--- config.mk ---
export PLATFORM = sky130hd
export DESIGN_NAME = spi_pd_resp
export DESIGN_NICKNAME = d
export VERILOG_FILES = /design/src/rtl/spi_pd_pkg.sv /design/src/rtl/spi_pd_sync.sv /design/src/rtl/spi_pd_frame.sv /design/src/rtl/spi_pd_pwr.sv /design/src/rtl/spi_pd_resp.sv
export SDC_FILE = /design/constraint.sdc
export NUM_CORES = 1
export LEC_CHECK = 0
export BUFFER_PORTS_ARGS = -buffer_cell sky130_fd_sc_hd__buf_2
export CORE_ASPECT_RATIO = 0.6
export CORE_UTILIZATION = 25
export DETAILED_ROUTE_END_ITERATION = 8
export SLEW_MARGIN = 20
export SYNTH_ARGS = -nofsm -noshare
export SYNTH_HDL_FRONTEND = slang
export SYNTH_SLANG_ARGS = --single-unit
--- constraint.sdc ---
create_clock -name clk_i -period 1.65 [get_ports clk_i]
set_input_delay 0.4125 -clock clk_i [delete_from_list [all_inputs] [get_ports clk_i]]
set_output_delay 0.4125 -clock clk_i [all_outputs]
set_load 0.005 [all_outputs]
--- src/rtl/spi_pd_pkg.sv ---
package spi_pd_pkg;
  localparam int CMD_BITS  = 8;
  localparam int ADDR_BITS = 16;

  typedef enum logic [1:0] {
    PWR_STBY = 2'd0,
    PWR_DOWN = 2'd1,
    PWR_WAKE = 2'd2
  } pwr_state_e;
endpackage

--- src/rtl/spi_pd_sync.sv ---
module spi_pd_sync #(
  parameter int STAGES = 2
) (
  input  logic clk_i,
  input  logic rst_ni,
  input  logic cs_ni,
  input  logic sck_i,
  input  logic si_i,
  output logic cs_o,
  output logic cs_rise_o,
  output logic sck_rise_o,
  output logic sck_fall_o,
  output logic si_o
);
  logic [STAGES-1:0] cs_q, sck_q, si_q;
  logic              cs_d, sck_d;

  generate
    if (STAGES == 1) begin : g_one
      always_ff @(posedge clk_i or negedge rst_ni) begin
        if (!rst_ni) begin
          cs_q  <= '1;
          sck_q <= '0;
          si_q  <= '0;
        end else begin
          cs_q  <= cs_ni;
          sck_q <= sck_i;
          si_q  <= si_i;
        end
      end
    end else begin : g_chain
      always_ff @(posedge clk_i or negedge rst_ni) begin
        if (!rst_ni) begin
          cs_q  <= '1;
          sck_q <= '0;
          si_q  <= '0;
        end else begin
          cs_q  <= {cs_q[STAGES-2:0], cs_ni};
          sck_q <= {sck_q[STAGES-2:0], sck_i};
          si_q  <= {si_q[STAGES-2:0], si_i};
        end
      end
    end
  endgenerate

  always_ff @(posedge clk_i or negedge rst_ni) begin
    if (!rst_ni) begin
      cs_d  <= 1'b1;
      sck_d <= 1'b0;
    end else begin
      cs_d  <= cs_q[STAGES-1];
      sck_d <= sck_q[STAGES-1];
    end
  end

  assign cs_o       = cs_q[STAGES-1];
  assign si_o       = si_q[STAGES-1];
  assign cs_rise_o  = cs_q[STAGES-1] & ~cs_d;
  assign sck_rise_o = sck_q[STAGES-1] & ~sck_d;
  assign sck_fall_o = ~sck_q[STAGES-1] & sck_d;
endmodule

--- src/rtl/spi_pd_frame.sv ---
module spi_pd_frame
  import spi_pd_pkg::*;
#(
  parameter logic [CMD_BITS-1:0] OPC_RES = 8'hAB,
  parameter logic [CMD_BITS-1:0] OPC_PD  = 8'hB9,
  parameter logic [CMD_BITS-1:0] SIG_ID  = 8'h29
) (
  input  logic clk_i,
  input  logic rst_ni,
  input  logic cs_i,
  input  logic cs_rise_i,
  input  logic sck_rise_i,
  input  logic sck_fall_i,
  input  logic si_i,
  input  logic pd_mode_i,
  input  logic busy_i,
  output logic res_hit_o,
  output logic pd_req_o,
  output logic so_o,
  output logic so_oe_o
);
  localparam int HDR   = CMD_BITS + ADDR_BITS;
  localparam int CNT_W = $clog2(HDR + 1);

  logic [CNT_W-1:0]    bit_cnt;
  logic [CMD_BITS-2:0] shreg;
  logic [CMD_BITS-1:0] op_w, sig_sh;
  logic                op_done, res_ok, pd_ok;
  logic                sig_frame, pd_arm, sig_act, so_q;

  assign op_w    = {shreg, si_i};
  assign op_done = sck_rise_i && !cs_i && (bit_cnt == CNT_W'(CMD_BITS - 1));
  assign res_ok  = (op_w == OPC_RES) && (pd_mode_i || !busy_i);
  assign pd_ok   = (op_w == OPC_PD) && !pd_mode_i && !busy_i;

  assign res_hit_o = op_done && (op_w == OPC_RES);
  // power-down needs exactly one byte in the frame
  assign pd_req_o  = cs_rise_i && pd_arm && (bit_cnt == CNT_W'(CMD_BITS));

  always_ff @(posedge clk_i or negedge rst_ni) begin
    if (!rst_ni) begin
      bit_cnt   <= '0;
      shreg     <= '0;
      sig_frame <= 1'b0;
      pd_arm    <= 1'b0;
      sig_act   <= 1'b0;
      sig_sh    <= SIG_ID;
      so_q      <= 1'b0;
    end else if (cs_i) begin
      bit_cnt   <= '0;
      sig_frame <= 1'b0;
      pd_arm    <= 1'b0;
      sig_act   <= 1'b0;
      sig_sh    <= SIG_ID;
    end else begin
      if (sck_rise_i) begin
        shreg <= op_w[CMD_BITS-2:0];
        if (bit_cnt != CNT_W'(HDR)) bit_cnt <= bit_cnt + 1'b1;
        if (op_done) begin
          sig_frame <= res_ok;
          pd_arm    <= pd_ok;
        end
      end
      // rotate so the id repeats with no extra state
      if (sck_fall_i && sig_frame && (bit_cnt == CNT_W'(HDR))) begin
        so_q    <= sig_sh[CMD_BITS-1];
        sig_sh  <= {sig_sh[CMD_BITS-2:0], sig_sh[CMD_BITS-1]};
        sig_act <= 1'b1;
      end
    end
  end

  assign so_o    = so_q;
  assign so_oe_o = sig_act && !cs_i;
endmodule

--- src/rtl/spi_pd_pwr.sv ---
module spi_pd_pwr
  import spi_pd_pkg::*;
#(
  parameter int WAKE_CYC = 16
) (
  input  logic       clk_i,
  input  logic       rst_ni,
  input  logic       pd_req_i,
  input  logic       res_hit_i,
  output logic       pd_mode_o,
  output logic [1:0] state_o
);
  localparam int CW = $clog2(WAKE_CYC + 1);

  pwr_state_e    st;
  logic [CW-1:0] wcnt;

  always_ff @(posedge clk_i or negedge rst_ni) begin
    if (!rst_ni) begin
      st   <= PWR_STBY;
      wcnt <= '0;
    end else begin
      unique case (st)
        PWR_STBY: if (pd_req_i) st <= PWR_DOWN;
        PWR_DOWN: if (res_hit_i) begin
          st   <= PWR_WAKE;
          wcnt <= '0;
        end
        PWR_WAKE: begin
          if (wcnt == CW'(WAKE_CYC - 1)) st <= PWR_STBY;
          else wcnt <= wcnt + 1'b1;
        end
        default: st <= PWR_STBY;
      endcase
    end
  end

  assign pd_mode_o = (st != PWR_STBY);
  assign state_o   = st;
endmodule

--- src/rtl/spi_pd_resp.sv ---
module spi_pd_resp
  import spi_pd_pkg::*;
#(
  parameter int                  SYNC_STAGES = 2,
  parameter logic [CMD_BITS-1:0] OPC_RES     = 8'hAB,
  parameter logic [CMD_BITS-1:0] OPC_PD      = 8'hB9,
  parameter logic [CMD_BITS-1:0] SIG_ID      = 8'h29,
  parameter int                  WAKE_CYC    = 16
) (
  input  logic       clk_i,
  input  logic       rst_ni,
  input  logic       cs_ni,
  input  logic       sck_i,
  input  logic       si_i,
  input  logic       busy_i,
  output logic       so_o,
  output logic       so_oe_o,
  output logic [1:0] pwr_state_o
);
  logic cs_s, cs_rise, sck_rise, sck_fall, si_s;
  logic res_hit, pd_req, pd_mode;

  spi_pd_sync #(.STAGES(SYNC_STAGES)) u_sync (
    .clk_i      (clk_i),
    .rst_ni     (rst_ni),
    .cs_ni      (cs_ni),
    .sck_i      (sck_i),
    .si_i       (si_i),
    .cs_o       (cs_s),
    .cs_rise_o  (cs_rise),
    .sck_rise_o (sck_rise),
    .sck_fall_o (sck_fall),
    .si_o       (si_s)
  );

  spi_pd_frame #(.OPC_RES(OPC_RES), .OPC_PD(OPC_PD), .SIG_ID(SIG_ID)) u_frame (
    .clk_i      (clk_i),
    .rst_ni     (rst_ni),
    .cs_i       (cs_s),
    .cs_rise_i  (cs_rise),
    .sck_rise_i (sck_rise),
    .sck_fall_i (sck_fall),
    .si_i       (si_s),
    .pd_mode_i  (pd_mode),
    .busy_i     (busy_i),
    .res_hit_o  (res_hit),
    .pd_req_o   (pd_req),
    .so_o       (so_o),
    .so_oe_o    (so_oe_o)
  );

  spi_pd_pwr #(.WAKE_CYC(WAKE_CYC)) u_pwr (
    .clk_i     (clk_i),
    .rst_ni    (rst_ni),
    .pd_req_i  (pd_req),
    .res_hit_i (res_hit),
    .pd_mode_o (pd_mode),
    .state_o   (pwr_state_o)
  );
endmodule

Yosys cells after proc, flatten, opt, wreduce, memory -nomap -nowiden. Index checks and enable logic that the tools add are counted.

$add $sub $neg: 2. Multiply operators: 0. Divide/modulo/power cells: 0. Magnitude comparators: 0. Equal/unequal tests: 13. Shifts and indexed selects: 0. Muxes and demuxes: 20. Bitwise operators: 7. Reductions and logical operators: 28.

Operators with widths (count): 2-to-1 mux 5 bit (5); == test 8 bit, second input constant (2); 2-to-1 mux 8 bit (2); nonzero test 2 bit (6); logical AND 1 bit (11); adder 5 x 1 -> 5 bit, second input constant (2); == test 5 x 4 -> 1 bit, second input constant (2); case mux 5 bit (2 select lines) (1); 2-to-1 mux 1 bit (8); AND reduction 2 bit (4); 2-to-1 mux 2 bit (3); != test 2 bit, second input constant (3); case mux 2 bit (3 select lines) (1); AND reduction 3 bit (2); == test 5 x 3 -> 1 bit, second input constant (1); == test 5 bit, second input constant (1); != test 5 bit, second input constant (1); inverter 1 bit (4); bitwise AND 1 bit (3); zero test 1 bit (3); == test 2 x 1 -> 1 bit, second input constant (1); == test 2 bit, second input constant (1); zero test 2 bit (1); != test 2 x 1 -> 1 bit, second input constant (1); logical OR 1 bit (1).

Register bits after elaboration: 39. Bits in latches: 0. RAM bits: 0. ROM bits: 0. Bits of input ports: 6. Logic and storage cells: 84. Memories kept: 0.

Longest topological paths before layout. Gate-level depths: netlist of run 1.

Depth in word-level cells: 7. Depth in mapped cells: 7.

By module. Synthesis of run 1 repeated with hierarchy kept, for this count alone.

Cell total of the unflattened synthesis: 153. Area total of the unflattened synthesis: 1798.0 um2.

Modules (own cells, without submodules): spi_pd_frame (instances 1, cells an instance 103, area each 1183.6 um2); spi_pd_pwr (instances 1, cells an instance 39, area each 389.1 um2); spi_pd_sync (instances 1, cells an instance 11, area each 225.2 um2).

Least setup slack after synthesis of run 1. No wires, ideal clock.

Path type: flip-flop to flip-flop. Start point: register u_frame.bit_cnt[0]. End point: register u_frame.so_q (netlist: u_frame.so_o). Setup time: 125 ps. Arrival time: 1570 ps. Data required time: 1525 ps. Path slack: -45 ps. Stages on the path, launching flop included: 6. Buffers on the path: 0. Cell sequence: dfrtp_1 inv_1 ha_1 nand4b_1 nor4_4 mux2_2.

Cells in the longest elaborated chain, start to end: 3.

Ends and longest elaborated chain: from (decl) (line spi_pd_frame.sv:25) `logic [CNT_W-1:0] bit_cnt;`; from (signal assigned) (line spi_pd_frame.sv:58) `if (bit_cnt != CNT_W'(HDR)) bit_cnt <= bit_cnt + 1'b1;`; == test 5 bit (line spi_pd_frame.sv:65) `if (sck_fall_i && sig_frame && (bit_cnt == CNT_W'(HDR))) begin`; logical AND 1 bit (line spi_pd_frame.sv:65); AND reduction 2 bit (no source line); to (signal assigned) (line spi_pd_frame.sv:66) `so_q <= sig_sh[CMD_BITS-1];`; to (decl) (line spi_pd_frame.sv:29) `logic sig_frame, pd_arm, sig_act, so_q;`.

Every way passes these cells. A chain may end at the register's enable or synchronous reset.

Final worst setup path of run 1. Same ends and word-level chain as after synthesis.

==> run summary, run 1 <==
Status -> finished, final reports clean
Number of flops mapped to enable cells by yosys -> 0
Routability cong. -> 0.773
Pwr Density -> 993 mW/mm2
FFs w/ async S/R, synth -> 100%
CTS tree -> yes
Dpl ws -> -0.0799 ns
Startpoint Class -> flop
Synth Area per Inst -> 12.3 um2
Final Hold Vio Count -> 0
Vias in the first global route -> 1,110
Layout Cells excl Fill -> 248
Worst hold-check path type -> input pin to asynchronous set/reset pin
Crit Path Max Fanout -> 3
FILL cells -> 629
Maxcap violations -> 0
Routed WL -> 3210 um
Root Buffer -> clkbuf_8
Detailed Route Iter0 Violations -> 44
Worst Tran Pin Value -> 0.459 ns
CTS Sinks -> 39
Core area -> 0.00625 mm2
Peak VDD IR -> 0.457 mV
Critical Path AT -> 1.78 ns
Area Growth Syn to Fin -> 27.4%
Clk_lat worst skew -> 0.29 ns
Bufs on Longest Clock Path -> 2
IO buf count -> 9
Remaining global-route overflow -> 0
First-pass detailed-route iteration total -> 4
Routed Antenna Nets -> 0
RSZ-0062 raised after global routing -> yes
Ys Warns -> 0
Fraction of layout cells with a size suffix above 1 -> 38.4%
Mapped Cells -> 134
Initial antenna violation count -> 0
Finished Cell Area -> 0.00210 mm2
DR DRC count -> 0
# diodes -> 0
Min cycle time layout -> 1.60 ns
Max Fclk -> 624 MHz
Top-Level Pins -> 10
Final Power -> 2.09 mW
Sequential area share after synthesis -> 59.6%
DR WL/cell -> 12.9 um
CTS Hold Bufs -> 0
Commonest non-fill, non-tap cell in the layout -> dfrtp_1
Die Area -> 0.00694 mm2
Kind of critical path -> flop to flop
Hpwl dp -> 2150 um
Tcrit/Tclk final -> 97.0%
Crit end category -> flop
Net count, final -> 173
Post-synth cell types -> 37
Final setup margin -> 0.0487 ns
Setup violators final -> 0
Ys flop type -> dfrtp_1
Initial Util -> 26.4%
Leak -> 0.934 nW
CTS clock-pin slew for the worst setup and hold paths -> 0.07 ns
Largest net degree at the start of global routing -> 40
Gr usage total -> 10.2%
Global-route wire length before repair -> 5380 um
Die width -> 107 um
Count of state elements after synthesis -> 39
DP Area -> 0.00190 mm2
Via density -> 4.49
Commonest non-fill, non-tap cells in the layout -> dfrtp_1, buf_4, buf_2
Max-slew violations -> 0
Worst path required time -> 1.83 ns
H-Tree Depth -> 2
Post-synth net total -> 144
Placed Instances -> 237
Skew final -> 0.00398 ns
Total CTS buffers -> 5
Row Count -> 22
Synth Cell Area -> 0.00165 mm2
Via count -> 1,113
Relative slew slack -> 69.3%
Die Ht -> 64.9 um
[power by group]
part	total, mW	internal (mW)	switching, mW
registers	1.11	1.04	0.0681
logic	0.166	0.100	0.0654
clock network	0.814	0.489	0.325
[area by class of cell]
type,instances,area (um2),area share [%]
clock buffers,6,82.6,3.93
clock inverters,2,35.0,1.67
well taps,84,105,5.00
flip-flops and latches,39,983,46.8
multi-input cells,89,707,33.6
repair buffers,25,179,8.51
inverters,3,11.3,0.535
[critical path, stage by stage (launching register included)]
cell      delay, ns
dfrtp_1        0.42
inv_2          0.08
ha_2           0.17
nand4b_1       0.24
nor4_4         0.25
mux2_4         0.33
[per-stage QoR]
step / hold WS, ns / setup TNS [ns] / utilization, %
finish: 0.0786 / 0 / 33.7
global placement: 0.338 / -0.113 / 30.4
detailed placement: 0.343 / -0.430 / 30.4
global route: 0.0921 / -0.0870 / 33.7
CTS: 0.0822 / 0 / 32.5
floorplan: 0.117 / 0 / -
[cells in the mapped netlist (all sizes together), types with 3 or more instances]
cell type,number,area (um2)
nand4,3,18.8
nor2b,3,18.8
dfstp,6,158
a21oi,3,15.0
nand2,9,33.8
nor2,11,41.3
a22o,6,52.6
nand3,4,20.0
mux2,8,90.1
xor2,3,26.3
nor3,7,35.0
ha,4,50.1
o22a,3,26.3
o21ai,3,15.0
inv,3,11.3
dfrtp,33,826
[per-layer routing]
layer  wire length [um]  track usage (%)
met3                146             3.62
met1               1720             14.7
met4                 38             4.11
met2               1300             13.5
met5                  0                0
[kinds of logic after synthesis]
logic type,synth area share (%)
AOI/OAI and AO/OA,8.87
xor gates and xnor gates,2.12
adders and majority gates,3.03
buffers and inverters,1.59
DFF,59.6
muxes,5.46
and+or+nand+nor,19.3
[registers in the layout (all words and copies together), names as in the netlist, 2 cells and up]
name,flops
u_frame.shreg,7
u_pwr.state_o,2
u_frame.sig_sh,8
u_sync.cs_q,2
u_frame.bit_cnt,5
u_pwr.wcnt,5
u_sync.sck_q,2
u_sync.si_q,2
[final timing paths]
check                                         from  cells past startpoint  slack (ns)             end
worst max-delay path            u_frame.bit_cnt[0]                      5        0.05    u_frame.so_o
worst min register to register      u_sync.cs_q[0]                      0        0.36  u_sync.cs_q[1]
worst min-delay path                        rst_ni                      2        0.08   u_pwr.wcnt[4]
min in group clk_i                           cs_ni                      1        0.22  u_sync.cs_q[0]
worst max register to register  u_frame.bit_cnt[0]                      5        0.05    u_frame.so_o
max in group asynchronous                   rst_ni                      2        1.31     u_sync.cs_d
[timing repair]
item                       4_1_cts  5_1_grt
cloned                           0        1
pin swaps                        0        9
setup endpoints to repair       12       16
gates resized for setup          3       13
hold endpoints to repair         0        0
buffers inserted                 0        2
Power figures use the tool's default switching activity.
==> inputs of run 2 (changes only) <==
ABC_AREA = 1   (was unset)
==> run 2 against run 1 <==
Compared with the run above:
- utilization is 2.2 points lower
- combinational power is 4% lower
- setup slack gained 0.032 ns
- fmax grew 2.0%
- cell count rose by 25%
- critical endpoint is now so_oe_o
- highest routed layer unchanged
==> run summary, run 2 <==
Count of state elements after synthesis -> 39 (unchanged)
Clk_lat worst skew -> 0.29 ns (about the same)
Worst hold-check path type -> input pin to asynchronous set/reset pin
Final setup margin -> 0.0808 ns (+0.0321 ns)
Routed Antenna Nets -> 0 (unchanged)
Worst stage delay on the critical path -> 0.54 ns (+0.12 ns)
Worst Tran Pin Value -> 0.446 ns (-0.0134 ns)
Dpl ws -> 0.106 ns (+0.185 ns)
Top-Level Pins -> 10 (unchanged)
Top cell family by delay on the critical path -> flip-flops
Core area -> 0.00679 mm2 (+8.7%)
Reg-to-Reg Start -> u_pwr.wcnt[0]
FILL cells -> 732 (+16%)
Crit path max-delay cell type -> dfstp_2
FFs w/ async S/R, synth -> 100% (unchanged)
Leak -> 1.04 nW (+11%)
Area Growth Syn to Fin -> 19.7%
Global-route wire length before repair -> 5750 um (+6.9%)
Min cycle time layout -> 1.57 ns (-0.0321 ns)
Flop-to-flop setup slack -> 0.14 ns (+0.09 ns)
R2r endpoint -> u_pwr.wcnt[0]
Crit-path cells -> buf_4 > nor2_1 > buf_2
Placed Instances -> 299 (+26%)
Peak VDD IR -> 0.480 mV (+5.1%)
Die width -> 111 um (+3.9%)
Post-synth net total -> 212 (+47%)
Relative slew slack -> 70.3% (+0.96 points)
Total CTS buffers -> 5 (unchanged)
Initial antenna violation count -> 0 (unchanged)
Root Buffer -> clkbuf_16
Reg area -> 983 um2 (unchanged)
Commonest non-fill, non-tap cells in the layout -> nand2_1, dfrtp_1, inv_1
Sequential area share after synthesis -> 55.2% (-4.4 points)
Crit path buffers/inverters -> 2 (+1)
CTS clock-pin slew for the worst setup and hold paths -> 0.06 ns (about the same)
Maxcap violations -> 0 (unchanged)
Number of flops mapped to enable cells by yosys -> 0 (unchanged)
Tcrit/Tclk final -> 95.1% (-1.9 points)
Kind of critical path -> flop to output port
Routed WL -> 3280 um (+2.4%)
Die Ht -> 67.4 um (+3.8%)
Post-synth top area cell -> dfrtp_1
Count leader, synth -> nand2_1
Bufs on Longest Clock Path -> 2 (unchanged)
Synth area leaders -> dfrtp_1, nand2_1, dfstp_2
IO buf count -> 9 (unchanged)
Vias in the first global route -> 1,181 (+6.4%)
Max Fclk -> 637 MHz (+2.0%)
Setup violators final -> 0 (unchanged)
Status -> finished, final reports clean
Min Hold Slack -> 0.0694 ns (-0.00921 ns)
Crit end category -> output port
Worst path required time -> 1.24 ns (-0.59 ns)
Critical Path AT -> 1.16 ns (-0.62 ns)
Post-synth cell types -> 24 (-35%)
Remaining global-route overflow -> 0 (unchanged)
R2R cell count -> 10 (+5)
First-pass detailed-route iteration total -> 4 (unchanged)
Crit Path Max Fanout -> 8 (+5)
Final Power -> 2.22 mW (+6.5%)
Fraction of layout cells with a size suffix above 1 -> 20.3% (-18 points)
Critical path endpoint -> so_oe_o
CTS Sinks -> 39 (unchanged)
CTS tree -> yes
Largest net degree at the start of global routing -> 23 (-43%)
Crit. Startpoint -> u_sync.cs_q[1]
Synth Area per Inst -> 8.83 um2 (-28%)
Synth Cell Area -> 0.00178 mm2 (+8.0%)
Commonest non-fill, non-tap cell in the layout -> nand2_1
Multi-input gate area -> 687 um2 (-2.8%)
Layout Cells excl Fill -> 309 (+25%)
WP depth -> 3 (-2)
Die Area -> 0.00748 mm2 (+7.8%)
Via density -> 4.16 (-7.3%)
Max-slew violations -> 0 (unchanged)
Routability cong. -> 0.818 (+5.8%)
Row Count -> 23 (+4.5%)
Detailed Route Iter0 Violations -> 64 (+45%)
Hpwl dp -> 2430 um (+13%)
Gr usage total -> 10.5% (+0.32 points)
Via count -> 1,286 (+16%)
Synth top cells by count -> nand2_1, dfrtp_1, inv_1
Ys Warns -> 0 (unchanged)
Max FFs per register -> 8 (unchanged)
Skew final -> 0.00422 ns (+0.000242 ns)
Pwr Density -> 1040 mW/mm2 (+4.9%)
Net count, final -> 231 (+34%)
H-Tree Depth -> 2 (unchanged)
Startpoint Class -> flop
Mapped Cells -> 202 (+51%)
Synth top area share -> 46.3% (-3.7 points)
Initial Util -> 26.3% (-0.16 points)
DR DRC count -> 0 (unchanged)
Largest registers -> u_frame.sig_sh (8), u_frame.shreg (7)
Final Hold Vio Count -> 0 (unchanged)
# diodes -> 0 (unchanged)
Ys flop type -> dfrtp_1
Final design utilization -> 31.4% (-2.2 points)
DR WL/cell -> 10.6 um (-18%)
Largest reg by FF count -> u_frame.sig_sh
-- run 2: cell types whose count changed in the layout (fill, tap and decap cells not counted), sizes merged, moves of 3 or more --
cell,before,now
nand2,9,63
inv,3,27
o21ai,3,19
buf,25,14
nand3,4,15
nor2,11,20
mux2,8,0
a22o,6,0
nor3,7,3
nor2b,3,0
o22a,3,0
-- run 2: layout make-up --
cell class	instances	area share (%)
Tap cell	87	5.10
Sequential cell	39	46.1
Multi-Input combinational cell	133	32.2
Inverter	28	4.92
Clock buffer	6	6.51
Clock inverter	2	0.762
Timing Repair Buffer	14	4.45
-- run 2: worst min-delay path by stage --
stage | from | endpoint | cells after the start
4_1_cts | rst_ni | u_frame.bit_cnt[3] | 1
2_1_floorplan | rst_ni | u_frame.bit_cnt[0] | 0
3_3_place_gp | u_sync.si_q[0] | u_sync.si_q[1] | 0
6_report | rst_ni | u_frame.bit_cnt[3] | 1
5_1_grt | rst_ni | u_pwr.wcnt[3] | 1
3_5_place_dp | u_sync.sck_q[0] | u_sync.sck_q[1] | 0
-- run 2: stage by stage --
step	area, um2	setup TNS (ns)
floorplan	1780	0
global placement	1950	0
detailed placement	1950	0
CTS	2100	0
global route	2130	-0.0236
finish	2130	0
-- run 2: power by group --
| group | internal (mW) | switching [mW] | total, mW |
|---|---|---|---|
| combinational | 0.0556 | 0.103 | 0.159 |
| clock | 0.603 | 0.387 | 0.990 |
| sequential | 1.04 | 0.0393 | 1.08 |
-- run 2: cell families (layout without fill, tap and decap cells) --
family	count (synthesis)	after routing	share of synthesized area [%]
buffers and inverters	30	50	7.16
flip-flops	39	39	55.2
AO/OA/AOI/OAI	22	22	7.09
XOR/XNOR	1	1	0.491
AND/OR/NAND/NOR	106	106	27.3
adder cells (fa/ha/maj)	4	4	2.81
-- run 2: timing repair --
item	4_1_cts	5_1_grt
endpoints found under the setup margin	0	10
buffers inserted	0	2
hold buffers	0	0
gates resized for setup	0	3
hold endpoints to repair	0	0
-- run 2: metal layers --
metal  vias to the layer above  global-route usage [%]  part of all wire (%)
met1                       588                    14.9                    57
met5                         -                       0                     0
met2                        19                    13.0                    36
met3                         6                    5.12                   5.4
li1                        673                       -                     -
met4                         0                    4.56                   1.6
==> inputs of run 3 (changes only) <==
GPL_ROUTABILITY_DRIVEN = 1   (was unset)
SETUP_SLACK_MARGIN = 0.1   (was unset)
==> run 3 against run 2 <==
Compared with the run above:
- die area is the same
- largest power group unchanged
- power grew 0.95%
- utilization grew 1.5 points
- clock skew grew 0.00056 ns
- non-clock buffer count grew 8
- combinational power grew 13%
- via count grew 2.8%
- fmax grew 3.9%
- design area grew 4.8%
- largest cell class unchanged
- setup slack gained 0.059 ns
- sequential power is essentially flat
- count of clock-buffer cells in the layout is the same
==> run summary, run 3 (same netlist as run 2, synthesis figures left out) <==
Worst stage delay on the critical path -> 0.55 ns (about the same)
P_int -> 1.71 mW (+0.84%)
Final design utilization -> 32.9% (+1.5 points)
CTS clock-pin slew for the worst setup and hold paths -> 0.06 ns (about the same)
DR WL/cell -> 10.9 um (+2.7%)
Hpwl dp -> 2430 um (unchanged)
Largest reg by FF count -> u_frame.sig_sh
Maxcap violations -> 0 (unchanged)
Relative slew slack -> 70.3% (about the same)
Die Ht -> 67.4 um (unchanged)
Initial antenna violation count -> 0 (unchanged)
Crit end category -> output port
CTS Sinks -> 39 (unchanged)
Max FFs per register -> 8 (unchanged)
Leak -> 1.08 nW (+4.3%)
Comb pwr share -> 8.0% (+0.9 points)
H-Tree Depth -> 2 (unchanged)
Global-route wire length before repair -> 5760 um (+0.24%)
Worst hold-check path type -> input pin to asynchronous set/reset pin
Max Fclk -> 662 MHz (+3.9%)
Pwr Density -> 1000 mW/mm2 (-3.7%)
Kind of critical path -> flop to output port
Remaining global-route overflow -> 0 (unchanged)
DR WL met2 -> 1290 um (+8.4%)
Dpl ws -> 0.106 ns (unchanged)
CTS Hold Bufs -> 0 (unchanged)
Top layer in use -> met4
Largest net degree at the start of global routing -> 23 (unchanged)
First-pass detailed-route iteration total -> 4 (unchanged)
Worst Tran Pin Value -> 0.445 ns (-0.000876 ns)
Seq pwr share -> 47.9% (-0.4 points)
Clk network pwr share -> 44.1% (-0.4 points)
Net switching power -> 0.537 mW (+1.3%)
Commonest non-fill, non-tap cells in the layout -> nand2_1, dfrtp_1, inv_1
Die Area -> 0.00748 mm2 (unchanged)
Tcrit/Tclk final -> 91.5% (-3.6 points)
Metal3 WL -> 163 um (-7.9%)
Initial Util -> 26.3% (unchanged)
Area Growth Syn to Fin -> 25.5%
DR DRC count -> 0 (unchanged)
RSZ-0062 raised after global routing -> no
Finished Cell Area -> 0.00224 mm2 (+4.8%)
Routed WL -> 3460 um (+5.3%)
Skew final -> 0.00479 ns (+0.000562 ns)
Row Count -> 23 (unchanged)
Routed Antenna Nets -> 0 (unchanged)
Status -> finished, final reports clean
Via count -> 1,322 (+2.8%)
Final Power -> 2.25 mW (+0.95%)
# diodes -> 0 (unchanged)
Min cycle time layout -> 1.51 ns (-0.0588 ns)
FILL cells -> 713 (-2.6%)
Commonest non-fill, non-tap cell in the layout -> nand2_1
Setup violators final -> 0 (unchanged)
Gr usage total -> 10.5% (+0.041 points)
Worst path required time -> 1.24 ns (about the same)
Metal1 wirelength -> 1950 um (+4.7%)
Crit-path cells -> buf_6 > nor2_2 > buf_2
Via density -> 4.17 (+0.21%)
Crit path max-delay cell type -> dfstp_2
Max-slew violations -> 0 (unchanged)
Crit Path Max Fanout -> 5 (-3)
Core area -> 0.00679 mm2 (unchanged)
Final Hold Vio Count -> 0 (unchanged)
TNS Setup -> 0 ns (unchanged)
Vias in the first global route -> 1,185 (+0.34%)
Startpoint Class -> flop
Detailed Route Iter0 Violations -> 78 (+22%)
Net count, final -> 239 (+3.5%)
DP Area -> 0.00195 mm2 (unchanged)
Peak VDD IR -> 0.480 mV (about the same)
Largest registers -> u_frame.sig_sh (8), u_frame.shreg (7)
Switching share of power -> 23.9% (+0.084 points)
Fraction of layout cells with a size suffix above 1 -> 29.6% (+9.3 points)
Total CTS buffers -> 5 (unchanged)
Clk_lat worst skew -> 0.29 ns (about the same)
CTS tree -> yes
Bufs on Longest Clock Path -> 2 (unchanged)
Root Buffer -> clkbuf_16
IO buf count -> 9 (unchanged)
Critical Path AT -> 1.10 ns (-0.06 ns)
Final setup margin -> 0.140 ns (+0.0588 ns)
Top-Level Pins -> 10 (unchanged)
Routability cong. -> 0.818 (unchanged)
Die width -> 111 um (unchanged)
-- run 3: changes by cell type in the layout (fill, tap and decap cells not counted), sizes merged --
cell and change:
buf +8, clkinv -1, inv +1
-- run 3: worst paths after layout --
kind	startpoint	end	slack (ns)	cells past startpoint
setup / recovery	u_sync.cs_q[1]	so_oe_o	0.14	3
hold / removal	rst_ni	u_frame.bit_cnt[3]	0.07	1
setup reg to reg	u_frame.bit_cnt[1]	u_frame.sig_sh[0]	0.16	9
hold reg to reg	u_sync.si_q[0]	u_sync.si_q[1]	0.35	0
max in group asynchronous	rst_ni	u_sync.cs_q[1]	1.04	2
min in group clk_i	cs_ni	u_sync.cs_q[0]	0.22	1
-- run 3: final cells by class --
type                       instances  area [um2]  share of cell area [%]
multi-input combinational        133         722                    32.3
clock buffer                       6         139                    6.21
clock inverter                     2        16.3                   0.727
timing repair buffer              22         163                    7.27
sequential                        39         983                    44.0
inverter                          28         105                    4.70
tap                               87         109                    4.87
-- run 3: power groups by stage --
stage / Sequential [mW] / Combinational (mW) / Clock (mW)
after floorplan: 1.08 / 0.105 / 0
after global placement: 1.09 / 0.159 / 0
after detailed placement: 1.09 / 0.162 / 0
after CTS: 1.08 / 0.163 / 1.02
after global routing: 1.09 / 0.210 / 1.06
final: 1.08 / 0.180 / 0.990
-- run 3: per-stage QoR --
| stage | std cells | hold slack (ns) |
|---|---|---|
| after detailed placement | 299 | 0.341 |
| after global routing | 317 | 0.103 |
| after global placement | 299 | 0.336 |
| final | 317 | 0.0688 |
| after floorplan | 202 | 0.117 |
| after CTS | 307 | 0.0836 |
-- run 3: critical path, delay by kind of cell, from the launching register on --
family	cells	cell delay, ns
flops	1	0.55
simple gates	1	0.04
buf+inv	2	0.22
-- run 3: routing by layer --
layer  vias to the layer above  GRT usage [%]
li1                        691              -
met1                       608           15.0
met2                        17           13.1
met3                         6           5.12
met4                         0           4.56
met5                         -              0
-- run 3: repair_timing --
item | 4_1_cts | 5_1_grt
hold endpoints to repair | 0 | 0
endpoints found under the setup margin | 5 | 20
setup buffers | 0 | 10
gates resized for setup | 2 | 22
pin swaps | 0 | 8
